--- src/rtl/tcon_irq_flags.sv ---
module tcon_irq_flags #(
  parameter logic [7:0] BASE_ADDR = 8'h88
) (
  input  logic       clk,
  input  logic       rst_n,
  input  logic       ext0_n,
  input  logic       ext1_n,
  input  logic       tmr0_ovf,
  input  logic       tmr1_ovf,
  input  logic       ack_ext0,
  input  logic       ack_ext1,
  input  logic       ack_tmr0,
  input  logic       ack_tmr1,
  input  logic [7:0] sfr_addr,
  input  logic       sfr_wr_byte,
  input  logic       sfr_wr_bit,
  input  logic [7:0] sfr_wdata,
  input  logic       sfr_bit_val,
  output logic [7:0] flags,
  output logic       req_ext0,
  output logic       req_ext1,
  output logic       req_tmr0,
  output logic       req_tmr1,
  output logic       run0,
  output logic       run1
);
  localparam int B_MODE0 = 0, B_REQE0 = 1, B_MODE1 = 2, B_REQE1 = 3;
  localparam int B_RUN0  = 4, B_REQT0 = 5, B_RUN1  = 6, B_REQT1 = 7;

  // [0] first stage, [1] synchronized sample, [2] previous sample
  logic [2:0] sh0, sh1;
  logic       fall0, fall1;
  logic [7:0] wr_hit, wr_val, nxt;

  always_ff @(posedge clk or negedge rst_n)
    if (!rst_n) begin
      sh0 <= 3'b111;
      sh1 <= 3'b111;
    end else begin
      sh0 <= {sh0[1:0], ext0_n};
      sh1 <= {sh1[1:0], ext1_n};
    end

  assign fall0 = sh0[2] & ~sh0[1];
  assign fall1 = sh1[2] & ~sh1[1];

  always_comb begin
    wr_hit = '0;
    wr_val = '0;
    if (sfr_wr_byte && sfr_addr == BASE_ADDR) begin
      wr_hit = 8'hFF;
      wr_val = sfr_wdata;
    end else if (sfr_wr_bit && sfr_addr[7:3] == BASE_ADDR[7:3]) begin
      wr_hit[sfr_addr[2:0]] = 1'b1;
      wr_val[sfr_addr[2:0]] = sfr_bit_val;
    end
  end

  always_comb begin
    nxt = flags;
    for (int i = 0; i < 8; i += 2)
      if (wr_hit[i]) nxt[i] = wr_val[i];

    if (tmr0_ovf)              nxt[B_REQT0] = 1'b1;
    else if (wr_hit[B_REQT0])  nxt[B_REQT0] = wr_val[B_REQT0];
    else if (ack_tmr0)         nxt[B_REQT0] = 1'b0;

    if (tmr1_ovf)              nxt[B_REQT1] = 1'b1;
    else if (wr_hit[B_REQT1])  nxt[B_REQT1] = wr_val[B_REQT1];
    else if (ack_tmr1)         nxt[B_REQT1] = 1'b0;

    if (!flags[B_MODE0])       nxt[B_REQE0] = ~sh0[1];
    else if (fall0)            nxt[B_REQE0] = 1'b1;
    else if (wr_hit[B_REQE0])  nxt[B_REQE0] = wr_val[B_REQE0];
    else if (ack_ext0)         nxt[B_REQE0] = 1'b0;

    if (!flags[B_MODE1])       nxt[B_REQE1] = ~sh1[1];
    else if (fall1)            nxt[B_REQE1] = 1'b1;
    else if (wr_hit[B_REQE1])  nxt[B_REQE1] = wr_val[B_REQE1];
    else if (ack_ext1)         nxt[B_REQE1] = 1'b0;
  end

  always_ff @(posedge clk or negedge rst_n)
    if (!rst_n) flags <= 8'h00;
    else        flags <= nxt;

  assign req_ext0 = flags[B_REQE0];
  assign req_ext1 = flags[B_REQE1];
  assign req_tmr0 = flags[B_REQT0];
  assign req_tmr1 = flags[B_REQT1];
  assign run0     = flags[B_RUN0];
  assign run1     = flags[B_RUN1];


  tmr0_set_wins_chk: assert property (@(posedge clk) disable iff (!rst_n)
    tmr0_ovf |=> req_tmr0);


  tmr1_ack_clr_chk: assert property (@(posedge clk) disable iff (!rst_n)
    (ack_tmr1 && !tmr1_ovf && !wr_hit[B_REQT1]) |=> !req_tmr1);


  ext0_edge_set_chk: assert property (@(posedge clk) disable iff (!rst_n)
    (flags[B_MODE0] && fall0) |=> req_ext0);


  ext1_edge_ack_chk: assert property (@(posedge clk) disable iff (!rst_n)
    (flags[B_MODE1] && ack_ext1 && !fall1 && !wr_hit[B_REQE1]) |=> !req_ext1);


  ext0_level_hold_chk: assert property (@(posedge clk) disable iff (!rst_n)
    (!flags[B_MODE0] && !sh0[1] && ack_ext0) |=> req_ext0);
endmodule

--- config.mk ---
export PLATFORM = sky130hd
export DESIGN_NAME = tcon_irq_flags
export DESIGN_NICKNAME = d
export VERILOG_FILES = /design/src/rtl/tcon_irq_flags.sv
export SDC_FILE = /design/constraint.sdc
export NUM_CORES = 1
export LEC_CHECK = 0
export BUFFER_PORTS_ARGS = -buffer_cell sky130_fd_sc_hd__buf_2
export CORE_MARGIN = 2
export CORE_UTILIZATION = 45
export DETAILED_ROUTE_END_ITERATION = 10
export GPL_TIMING_DRIVEN = 0
export PLACE_DENSITY = 0.82
export SYNTH_ARGS = -nofsm -noshare
export SYNTH_HDL_FRONTEND = slang
export SYNTH_SLANG_ARGS = --single-unit
--- constraint.sdc ---
create_clock -name clk -period 1.5 [get_ports clk]
set_input_delay 0.15 -clock clk [delete_from_list [all_inputs] [get_ports clk]]
set_output_delay 0.15 -clock clk [all_outputs]
set_load 0.005 [all_outputs]
==> key figures <==
Status
  • Run status: finished, final reports clean

Placement
  • Dpl hpwl: 1580 microns
  • GPL Wtd Cong: 0.775
  • Placed cells: 159
  • Port bufs: 40
  • Dpl cell area: 1110 sq um

STA
  • Period Utilization, post-route: 85.0%
  • Fin. Hold Viols: 0
  • Worst slew pin tran: 0.379 ns
  • Final Max Tran Viols: 0
  • Final worst path period need: 1.27 ns
  • Total negative slack: 0 ns
  • # setup viols final: 0
  • Highest clock rate: 0.785 GHz
  • RSZ-0062 raised after global routing: false
  • Clk_skew: 0.000226 ns
  • Slew headroom: 74.7%

Synthesis
  • XOR/XNOR Fraction of Synth Area: 0%
  • EDFF count, synth: 0
  • Largest family of logic cells by synthesized area: simple AND/OR/NAND/NOR gates
  • Post-synth net total: 123
  • Multiplexer share of the synthesized area: 0%
  • Most common cell in the synthesized netlist: dfrtp_1
  • Area contributors post-synth: dfrtp_1, dfstp_2, buf_4
  • Top cells by count, synth: dfrtp_1, inv_1, nand2_1, buf_4, dfstp_2
  • Fraction of registers with async set/reset: 100%
  • Synth Instances: 94
  • Seq/Total Area, Yosys: 40.7%
  • Post-Synth Adder-Cell Area: 0%
  • Mean Syn Cell Area: 9.36 sq um
  • Yosys warning count: 0
  • Post-Syn Area: 880 sq um
  • Distinct cells, synth: 40
  • Main synth FF type: dfrtp_1
  • Synth top area share: 22.8%
  • Simple-Gate Fraction of Synth Area: 24.5%
  • Compound-Gate Fraction of Synth Area: 23.5%
  • Yosys top cell by area: dfrtp_1
  • Synth Register Bits: 14

Worst hold path
  • HP Start: tmr0_ovf
  • Hold Path Sink: flags[5]
  • Hold Crit Depth: 2
  • Min-delay worst type: input pin to flop

Clocking
  • Hold_buf cts: 3
  • Num CTS Buffers: 3
  • CTS Root Cell: clkbuf_4
  • Post-CTS Resized: 0
  • CTS sink count: 14
  • Worst-path clk slew: 0.08 ns
  • H-tree depth: 1
  • Post-CTS setup buffers: 0
  • TritonCTS clock tree: yes
  • Clock tree buffer depth: 2
  • Clock Latency Late Sink: 0.28 ns

Detailed routing
  • Iteration-0 DRC Markers: 24
  • Routed WL: 2040 microns
  • WL per Instance: 12.3 microns
  • DRC: 0
  • 1st-pass router iterations: 4
  • Via count: 873
  • Post-DR vias/cell: 5.26
  • Final ANT Viol Nets: 0

Cells and area
  • Net count, final: 171
  • Reg area: 358 sq um
  • Fin area: 1180 sq um
  • Area Growth Syn to Fin: 33.9%
  • Filler cell count: 155
  • Inserted Diodes: 0
  • Area occupied by multi-input gates: 422 sq um
  • Final Core Density: 66.0%
  • Final std cells w/o fill: 166
  • Layout cells sized above 1: 44.7%

Setup path
  • Critical Path Start Type: flop
  • R2r endpoint: flags[1]
  • FF-to-FF Start: sh0[2]
  • Peak fanout along the critical path: 2
  • Crit end category: flop
  • R2r setup slk: 0.23 ns
  • FF-to-FF path depth: 4
  • Arrival @ worst endpoint: 1.45 ns
  • CP Class: flop to flop
  • WP data required: 1.68 ns

Power
  • Clock Power Share: 30.4%
  • Total chip power: 0.895 mW
  • Max VDD drop: 0.000725 V
  • Switching Share: 25.9%
  • Power density over the cells: 760 nW/um^2
  • Seq pwr share: 47.7%
  • Psw: 0.232 mW
  • P_leak: 0.553 nW
  • Pint: 0.663 mW
  • Combinational cell fraction of total power: 21.8%

GRT
  • Total gr overflow: 0
  • Largest net degree at the start of global routing: 15
  • All-layer global routing usage: 19.9%
  • Vias in the first global route: 758
  • First-pass GRT wire length: 3190 microns
  • Antenna violations before repair: 0

Floorplanning
  • Die area: 2320 sq um
  • Num ports: 43
  • Die height: 48.2 microns
  • Num rows: 15
  • Starting Density: 49.3%
  • Core area: 1780 sq um
  • Die W: 48.2 microns

Flow run
  • MaxCap Viol Count: 0
## state kept, by name, summed over array words and instances (netlist names)
register,flops
flags,8
sh0,3
sh1,3
## cells by family after synthesis
family,count (synthesis)
AND/OR/NAND/NOR,33
AO/OA/AOI/OAI,29
buffers and inverters,18
flip-flops,14
## how the worst max path moves through the flow
| stage | from | endpoint | cells after the start |
|---|---|---|---|
| finish | sh0[2] | flags[1] | 4 |
| global route | sh0[2] | flags[1] | 4 |
| CTS | sh0[2] | flags[1] | 4 |
| detailed placement | sfr_addr[4] | flags[5] | 5 |
| global placement | sfr_addr[4] | flags[5] | 5 |
| floorplan | sfr_addr[2] | flags[5] | 5 |
## power groups by stage
stage          Combinational, mW  Clock [mW]  Sequential (mW)
2_1_floorplan             0.0960           0            0.434
3_3_place_gp               0.185           0            0.433
3_5_place_dp               0.190           0            0.435
4_1_cts                    0.196       0.279            0.428
5_1_grt                    0.222       0.298            0.431
6_report                   0.195       0.272            0.427
## placed cells by master (no fill, tap or decap), types with 3 or more instances in the layout
cell	Yosys	final
buf_2	2	42
dfrtp_1	8	8
nand2_1	7	7
inv_1	7	7
buf_4	6	6
dfstp_2	6	6
a21oi_1	5	5
nor2_1	4	4
o21ai_0	4	4
o31ai_1	4	4
nand3_1	3	3
clkbuf_4	0	3
dlygate4sd3_1	0	3
## layout make-up
type,instances,share of cell area (%)
clock buffer,4,3.08
tap,25,2.66
timing repair buffer,43,19.6
inverter,7,2.23
sequential,14,30.4
multi-input combinational,62,35.8
buffer,11,6.27
## stage by stage
stage | hold WS [ns] | worst slack [ns]
after global routing | 0.0653 | 0.128
final | 0.0571 | 0.226
after global placement | 0.0577 | 0.0565
after detailed placement | 0.0636 | 0.0255
after CTS | 0.0500 | 0.243
after floorplan | -0.146 | 0.217
## routing by layer
metal | track usage [%] | up-vias | share of wire [%]
met2 | 30.8 | 37 | 50
met4 | 5.95 | 0 | 0.74
li1 | - | 436 | -
met3 | 7.41 | 2 | 8.1
met5 | 0 | - | 0
met1 | 25.8 | 398 | 41
## critical path, stage by stage, from the launching register on
cell,delay (ns)
dfstp_2,0.53
nor2b_1,0.18
or3_1,0.13
o21ai_0,0.09
a221oi_1,0.26
Note: power is estimated with default switching activity, not from simulation.
